## src/rtl/dma_chan_pkg.sv

```systemverilog
package dma_chan_pkg;

  localparam int REG_W = 16;

  typedef enum logic {
    SEL_ADDR = 1'b0,
    SEL_CNT  = 1'b1
  } reg_sel_e;

  // choose the byte addressed by the pointer
  function automatic logic [7:0] pick_byte(input logic [REG_W-1:0] v, input logic hi);
    return hi ? v[15:8] : v[7:0];
  endfunction

  // merge selected byte lanes of d into q
  function automatic logic [REG_W-1:0] merge_lanes(input logic [REG_W-1:0] q,
                                                   input logic [REG_W-1:0] d,
                                                   input logic [1:0]       mask);
    return {mask[1] ? d[15:8] : q[15:8], mask[0] ? d[7:0] : q[7:0]};
  endfunction

endpackage

```

## src/rtl/dma_ptr_ff.sv

```systemverilog
module dma_ptr_ff (
  input  logic clk,
  input  logic rst_n,
  input  logic clr,
  input  logic toggle,
  output logic ptr
);
  logic ptr_q, ptr_d;

  always_comb begin
    ptr_d = ptr_q;
    if (clr)         ptr_d = 1'b0;
    else if (toggle) ptr_d = ~ptr_q;
  end

  always_ff @(posedge clk or negedge rst_n) begin
    if (!rst_n) ptr_q <= 1'b0;
    else        ptr_q <= ptr_d;
  end

  assign ptr = ptr_q;
endmodule

```

## src/rtl/dma_page_map.sv

```systemverilog
module dma_page_map #(
  parameter int CH_W = 2
) (
  input  logic [2:0]      off,
  output logic            hit,
  output logic [CH_W-1:0] ch
);
  always_comb begin
    hit = 1'b1;
    ch  = '0;
    unique case (off)
      3'd7:    ch = CH_W'(0);
      3'd3:    ch = CH_W'(1);
      3'd1:    ch = CH_W'(2);
      3'd2:    ch = CH_W'(3);
      default: hit = 1'b0;
    endcase
  end
endmodule

```

## src/rtl/dma_chan_slot.sv

```systemverilog
module dma_chan_slot
  import dma_chan_pkg::*;
#(
  parameter int PAGE_W = 8,
  parameter int SH     = 0
) (
  input  logic                      clk,
  input  logic                      rst_n,
  input  logic                      ld_en,
  input  reg_sel_e                  ld_sel,
  input  logic [1:0]                ld_mask,
  input  logic [REG_W-1:0]          ld_data,
  input  logic                      reload,
  input  logic                      step,
  input  logic                      page_we,
  input  logic [PAGE_W-1:0]         page_d,
  output logic [REG_W-1:0]          base_cnt,
  output logic [REG_W+SH-1:0]       cur,
  output logic [REG_W+SH:0]         prog,
  output logic [PAGE_W-1:0]         page,
  output logic                      tc
);
  localparam int CUR_W = REG_W + SH;
  localparam int PRG_W = CUR_W + 1;
  localparam logic [PRG_W-1:0] UNIT = PRG_W'(1) << SH;

  logic [REG_W-1:0]  base_addr_q, base_addr_d, base_cnt_q, base_cnt_d;
  logic [CUR_W-1:0]  cur_q, cur_d;
  logic [PRG_W-1:0]  prog_q, prog_d, prog_inc, len;
  logic [PAGE_W-1:0] page_q;
  logic              tc_q, tc_d, wrap;
  logic              addr_en, cnt_en, prog_en;

  assign addr_en  = ld_en && (ld_sel == SEL_ADDR);
  assign cnt_en   = ld_en && (ld_sel == SEL_CNT);
  assign prog_en  = reload || step;
  assign len      = (PRG_W'(base_cnt_q) << SH) + UNIT;
  assign prog_inc = prog_q + UNIT;
  assign wrap     = (prog_inc == len);

  always_comb begin
    base_addr_d = merge_lanes(base_addr_q, ld_data, ld_mask);
    base_cnt_d  = merge_lanes(base_cnt_q, ld_data, ld_mask);
    cur_d       = CUR_W'(addr_en ? base_addr_d : base_addr_q) << SH;
    if (reload)    prog_d = '0;
    else if (wrap) prog_d = '0;
    else           prog_d = prog_inc;
    tc_d = step && !reload && wrap;
  end

  always_ff @(posedge clk or negedge rst_n) begin
    if (!rst_n) begin
      base_addr_q <= '0;
      base_cnt_q  <= '0;
      cur_q       <= '0;
      prog_q      <= '0;
      page_q      <= '0;
      tc_q        <= 1'b0;
    end else begin
      if (addr_en) base_addr_q <= base_addr_d;
      if (cnt_en)  base_cnt_q  <= base_cnt_d;
      if (reload)  cur_q       <= cur_d;
      if (prog_en) prog_q      <= prog_d;
      if (page_we) page_q      <= page_d;
      tc_q <= tc_d;
    end
  end

  assign base_cnt = base_cnt_q;
  assign cur      = cur_q;
  assign prog     = prog_q;
  assign page     = page_q;
  assign tc       = tc_q;
endmodule

```

## src/rtl/dma_chan_regs.sv

```systemverilog
module dma_chan_regs
  import dma_chan_pkg::*;
#(
  parameter int NCH       = 4,
  parameter int PAGE_W    = 8,
  parameter bit WORD_MODE = 1'b0,
  localparam int SH       = WORD_MODE ? 1 : 0,
  localparam int CH_W     = $clog2(NCH),
  localparam int PORT_W   = CH_W + 1 + SH,
  localparam int PHYS_W   = PAGE_W + REG_W,
  localparam int CUR_W    = REG_W + SH,
  localparam int PRG_W    = CUR_W + 1
) (
  input  logic              clk,
  input  logic              rst_n,
  input  logic              reg_wr,
  input  logic              reg_rd,
  input  logic              reg_wide,
  input  logic [PORT_W-1:0] reg_port,
  input  logic [REG_W-1:0]  wr_data,
  output logic [7:0]        rd_data,
  input  logic              ff_clr,
  input  logic              page_wr,
  input  logic [2:0]        page_off,
  output logic              page_bad,
  input  logic [NCH-1:0]    step,
  output logic [NCH-1:0]    tc,
  input  logic [CH_W-1:0]   sel_ch,
  output logic [PHYS_W-1:0] phys_addr,
  output logic [PRG_W-1:0]  xfer_len
);
  localparam logic [PRG_W-1:0] UNIT = PRG_W'(1) << SH;

  // reset: asynchronous assert, synchronous release
  logic rst_s1_q, rst_s2_q, rst_core_n;
  always_ff @(posedge clk or negedge rst_n) begin
    if (!rst_n) begin
      rst_s1_q <= 1'b0;
      rst_s2_q <= 1'b0;
    end else begin
      rst_s1_q <= 1'b1;
      rst_s2_q <= rst_s1_q;
    end
  end
  assign rst_core_n = rst_s2_q;

  // port decode
  logic            port_ok, acc_wr, acc_rd, byte_acc, ff_q;
  logic [CH_W-1:0] ch_idx;
  reg_sel_e        rsel;

  generate
    if (WORD_MODE) begin : g_word_dec
      assign port_ok = ~reg_port[0];
    end else begin : g_byte_dec
      assign port_ok = 1'b1;
    end
  endgenerate

  assign ch_idx   = reg_port[SH+1 +: CH_W];
  assign rsel     = reg_sel_e'(reg_port[SH]);
  assign acc_wr   = reg_wr && port_ok;
  assign acc_rd   = reg_rd && port_ok;
  assign byte_acc = acc_rd || (acc_wr && !reg_wide);

  dma_ptr_ff u_ptr (
    .clk    (clk),
    .rst_n  (rst_core_n),
    .clr    (ff_clr),
    .toggle (byte_acc),
    .ptr    (ff_q)
  );

  logic [1:0]       wr_mask;
  logic [REG_W-1:0] ld_data;
  logic             reload_any;

  assign wr_mask    = reg_wide ? 2'b11 : (ff_q ? 2'b10 : 2'b01);
  assign ld_data    = reg_wide ? wr_data : {wr_data[7:0], wr_data[7:0]};
  assign reload_any = acc_wr && (reg_wide || ff_q);

  // page decode
  logic            pg_hit;
  logic [CH_W-1:0] pg_ch;

  dma_page_map #(.CH_W(CH_W)) u_pmap (
    .off (page_off),
    .hit (pg_hit),
    .ch  (pg_ch)
  );
  assign page_bad = page_wr && !pg_hit;

  // channel slots
  logic [REG_W-1:0]  bcnt_a [NCH];
  logic [CUR_W-1:0]  cur_a  [NCH];
  logic [PRG_W-1:0]  prog_a [NCH];
  logic [PAGE_W-1:0] page_a [NCH];

  for (genvar i = 0; i < NCH; i++) begin : g_ch
    logic hit_ch;
    assign hit_ch = (ch_idx == CH_W'(i));
    dma_chan_slot #(.PAGE_W(PAGE_W), .SH(SH)) u_slot (
      .clk      (clk),
      .rst_n    (rst_core_n),
      .ld_en    (acc_wr && hit_ch),
      .ld_sel   (rsel),
      .ld_mask  (wr_mask),
      .ld_data  (ld_data),
      .reload   (reload_any && hit_ch),
      .step     (step[i]),
      .page_we  (page_wr && pg_hit && (pg_ch == CH_W'(i))),
      .page_d   (wr_data[PAGE_W-1:0]),
      .base_cnt (bcnt_a[i]),
      .cur      (cur_a[i]),
      .prog     (prog_a[i]),
      .page     (page_a[i]),
      .tc       (tc[i])
    );
  end

  // readback arithmetic
  logic [REG_W-1:0] addr_val, cnt_val;
  always_comb begin
    addr_val = REG_W'((PRG_W'(cur_a[ch_idx]) + prog_a[ch_idx]) >> SH);
    cnt_val  = REG_W'(((PRG_W'(bcnt_a[ch_idx]) << SH) - prog_a[ch_idx]) >> SH);
    rd_data  = 8'h00;
    if (acc_rd) rd_data = pick_byte((rsel == SEL_CNT) ? cnt_val : addr_val, ff_q);
  end

  // transfer view of selected channel
  assign phys_addr = {page_a[sel_ch], REG_W'(0)} | PHYS_W'(cur_a[sel_ch]);
  assign xfer_len  = (PRG_W'(bcnt_a[sel_ch]) << SH) + UNIT;
endmodule

```

## config.mk

```make
export PLATFORM = sky130hd
export DESIGN_NAME = dma_chan_regs
export DESIGN_NICKNAME = d
export VERILOG_FILES = /design/src/rtl/dma_chan_pkg.sv /design/src/rtl/dma_ptr_ff.sv /design/src/rtl/dma_page_map.sv /design/src/rtl/dma_chan_slot.sv /design/src/rtl/dma_chan_regs.sv
export SDC_FILE = /design/constraint.sdc
export NUM_CORES = 1
export LEC_CHECK = 0
export ABC_CLOCK_PERIOD_IN_PS = 10800
export BUFFER_PORTS_ARGS = -buffer_cell sky130_fd_sc_hd__buf_4
export CAP_MARGIN = 20
export CORE_AREA = 2 2 210 212
export DETAILED_ROUTE_END_ITERATION = 12
export DIE_AREA = 0 0 212 214
export PLACE_DENSITY = 0.62
export SETUP_SLACK_MARGIN = 0.05
export SYNTH_ARGS = -nofsm -noshare
export SYNTH_HDL_FRONTEND = slang
export SYNTH_SLANG_ARGS = --single-unit
```

## constraint.sdc

```tcl
create_clock -name clk -period 10.8 [get_ports clk]
set_input_delay 1.08 -clock clk [delete_from_list [all_inputs] [get_ports clk]]
set_output_delay 1.08 -clock clk [all_outputs]
set_load 0.02 [all_outputs]
```

==> results by group <==
Routing
  – Initial drt markers: about 1400
  – DRT Pass-1 Iters: 5
  – DRT antenna net count: 0
  – Drt drc: 0
  – Wire length per cell: 23.8 um
  – DR vias: 15100
  – Final wirelength: around 60 mm
  – Post-DR vias/cell: 6.02

Yosys
  – Number of synthesized flops with an enable pin: 0
  – Netlist cell types: 80
  – Yosys reg bits: 299
  – Main combinational cell family by area after synthesis: multiplexers
  – Mapped Nets: 1941
  – Proportion of synthesized area in mux cells: 0.187
  – Post-Syn Area per Cell: approximately 10 um^2
  – Sequential area share after synthesis: 0.390
  – Top cell type by total area after synthesis: dfrtp_1
  – Synthesized-area fraction occupied by adder cells: 0.0282
  – Area contributors post-synth: dfrtp_1 (39%), mux4_2 (10%), mux2_2 (7.6%)
  – Simple-Gate Fraction of Synth Area: 0.172
  – Area share of the largest cell type after synthesis: 0.390
  – Synth Flop Type: dfrtp_1
  – Synth Warn #: 0
  – Post-Syn Area: 19200 um^2
  – Post-synth ARST share: 1.00
  – Compound-Gate Fraction of Synth Area: 0.0857
  – Xor and xnor area share after synthesis: 0.100
  – Syn Inst Count: 1864

Power and ir drop
  – Leak: 9.07 nW
  – Peak supply drop: 0.124 mV
  – Pwr Density: 209 nW/um^2

Die
  – Die area: 45400 um^2
  – Die X: 212 um
  – Boundary Pins: 89
  – # rows: 76
  – Core area: 42900 um^2
  – Initial core utilization: 0.447
  – Die H: 214 um

STA
  – Setup slack after layout: 4.50 ns
  – Max_slew headroom: 0.215
  – Setup_tns: 0 ns
  – Final hold vios: 0
  – RSZ-0062 raised after global routing: no
  – # setup viols final: 0
  – Crit path time final: around 6.3 ns
  – Fin crit share: 0.583
  – Actual slew at the worst max-slew pin: 1.16 ns
  – F_max: 159 MHz
  – Max-slew violations: 0
  – Clock Skews: 0.0138 ns

Worst setup path
  – Worst Path Buf+Inv: 3
  – Worst-path cell chain: buf_4 > buf_4 > mux4_2 > ha_1 > nand4_1 > or3_1 > o211ai_1 > o41a_1 > a211oi_1 > o21bai_1 > a21oi_1 > xnor2_1 > a211oi_1 > buf_4
  – Crit path kind: input pin to primary output
  – Worst-path maximum fanout: 38
  – Cell repeated most along the worst path: buf_4
  – Critical path arrival: 5.22 ns
  – CP Launch Type: input pin
  – Worst EP required: 9.72 ns
  – Delay of the slowest cell on the worst path: 0.64 ns
  – Family with the most delay on the worst path: compound AO/OA/AOI/OAI gates
  – Setup crit end kind: primary output
  – Crit-path slowest cell: buf_4

Clock tree
  – CTS tree: yes
  – Hold buffer count at cts: 0
  – Clk root buf: clkbuf_16
  – H-tree Lvls: 2
  – Clk sinks: 299
  – Setup Fix Bufs, Post-CTS: 0
  – Worst skew pair latency: 0.56 ns
  – CTS buffer count: 37
  – CTS clk-pin slew, worst paths: 0.06 ns
  – Post-cts sizing count: 0
  – Clk buf depth: 3

Cells and area
  – Filler cells: a little under 4000
  – Final nets: 1975
  – Layout cells sized above 1: 0.214
  – Layout area overhead: 12.0%

Placement
  – Hpwl dp: between 40 and 50 mm
  – DP Worst Slack: between 4 and 5 ns
  – I/O Buffers: between 80 and 90
  – Placer Congestion: 0.919

Global route
  – Initial antenna violation count: 4
  – Global-route wire length before repair: a little over 90 mm
  – Global route overflow: 0
  – Vias in the first global route: 15100
  – Overall Global Routing Usage: 0.268
  – Largest net degree at the start of global routing: slightly below 80

Worst hold path
  – Type of the worst min-delay path: input pin to async pin

Flow run
  – Maxcap violations: 0

Run status
  – Status: completed
-- cell usage after synthesis, types with 7 or more instances --
cell type  count
nand2_1      258
buf_4          8
clkbuf_1      69
a211oi_1      11
and2_1        11
nor2b_1        9
o31ai_1       15
nand4_1       49
mux2_2       129
nor4_1        12
o21a_1         7
mux4_2        89
buf_2         14
dfrtp_1      299
nand3_1       77
a21oi_1       54
xnor2_1      145
and3_1        31
mux2i_1       10
ha_1          40
nor3_1        52
o22ai_1       12
buf_1         12
a21o_1        16
and4_1        10
or3_1         11
nand3b_1      10
a22o_1        23
nor2_1        94
nand2b_1       9
xor2_1        64
inv_1         49
o211ai_1       7
o21ai_0       76
-- layout by cell type (no fill, tap or decap), types with 64 or more instances in the layout --
cell type	Yosys	layout
xnor2_1	145	145
nand3_1	77	77
xor2_1	64	64
mux2_2	129	129
dfrtp_1	299	298
nand2_1	258	258
buf_4	8	104
o21ai_0	76	76
mux4_2	89	89
nor2_1	94	92
-- registers in the layout, summed over array words and instances (netlist names) --
register and flops:
g_ch.u_slot.prog 68, g_ch.u_slot.base_addr_q 64, g_ch.u_slot.base_cnt 64, g_ch.u_slot.cur 64, g_ch.u_slot.page 32, g_ch.u_slot.tc 4
rst_core_n 1, rst_s1_q 1, u_ptr.ptr 1
-- cell families after synthesis --
| kind of cell | Yosys count |
|---|---|
| compound gates | 253 |
| xor+xnor | 213 |
| fa+ha+maj | 42 |
| buf+inv | 158 |
| flops | 299 |
| mux | 229 |
| other cells | 1 |
| simple gates | 669 |
-- through the flow --
stage | area [um^2] | power (W) | hold slack [ns] | util | std cells
after CTS | 21500 | 0.00449 | 0.263 | 0.501 | 2510
after global routing | 21500 | 0.00470 | 0.269 | 0.501 | 2512
after floorplan | 19200 | 0.00269 | 0.331 | - | 1864
final | 21500 | 0.00448 | 0.287 | 0.501 | 2512
after global placement | 20200 | 0.00314 | 0.336 | 0.471 | 2444
after detailed placement | 20200 | 0.00318 | 0.337 | 0.471 | 2444
-- worst paths after layout --
check	startpoint	endpoint	slack, ns	cells past startpoint
setup / recovery	reg_port[1]	rd_data[7]	4.50	14
hold / removal	rst_n	rst_core_n	0.29	1
setup reg to reg	g_ch[0].u_slot.prog[0]	g_ch[0].u_slot.prog[13]	6.95	10
hold reg to reg	rst_core_n	g_ch[2].u_slot.prog[9]	0.32	0
max in group asynchronous	rst_core_n	g_ch[3].u_slot.cur[11]	8.28	2
min in group clk	rst_s1_q	rst_core_n	0.35	0
-- power by group --
group	switching, W	internal (W)
Clock	0.000518	0.000780
Sequential	0.000341	0.00137
Combinational	0.000742	0.000729
Total	0.00160	0.00288
-- metal layers --
| layer | wire length (um) | up-vias | track usage |
|---|---|---|---|
| li1 | - | 6812 | - |
| met5 | 0 | - | 0 |
| met1 | 24600 | 7570 | 0.363 |
| met4 | 2910 | 0 | 0.120 |
| met3 | 4860 | 141 | 0.0559 |
| met2 | 27400 | 600 | 0.415 |
-- cell type report --
cell class / count / area [um^2] / area share
clock buffer: 55 / 1130 / 0.0529
tap: 585 / 732 / 0.0341
inverter: 49 / 184 / 0.00857
antenna: 2 / 5.00 / 0.000233
clock inverter: 11 / 139 / 0.00647
timing repair buffer: 104 / 781 / 0.0364
multi-input combinational: 1407 / 11000 / 0.513
sequential: 299 / 7490 / 0.349
-- worst reg2reg max path, stage by stage (launching register included) --
cell,delay [ns]
dfrtp_1,0.60
ha_1,0.36
nand3_1,0.18
nor3_1,0.64
nand4_1,0.21
xor2_1,0.29
xor2_1,0.19
nand4_1,0.14
a2111oi_4,0.53
and2_1,0.48
nor3_1,0.11
Power figures use the tool's default switching activity.
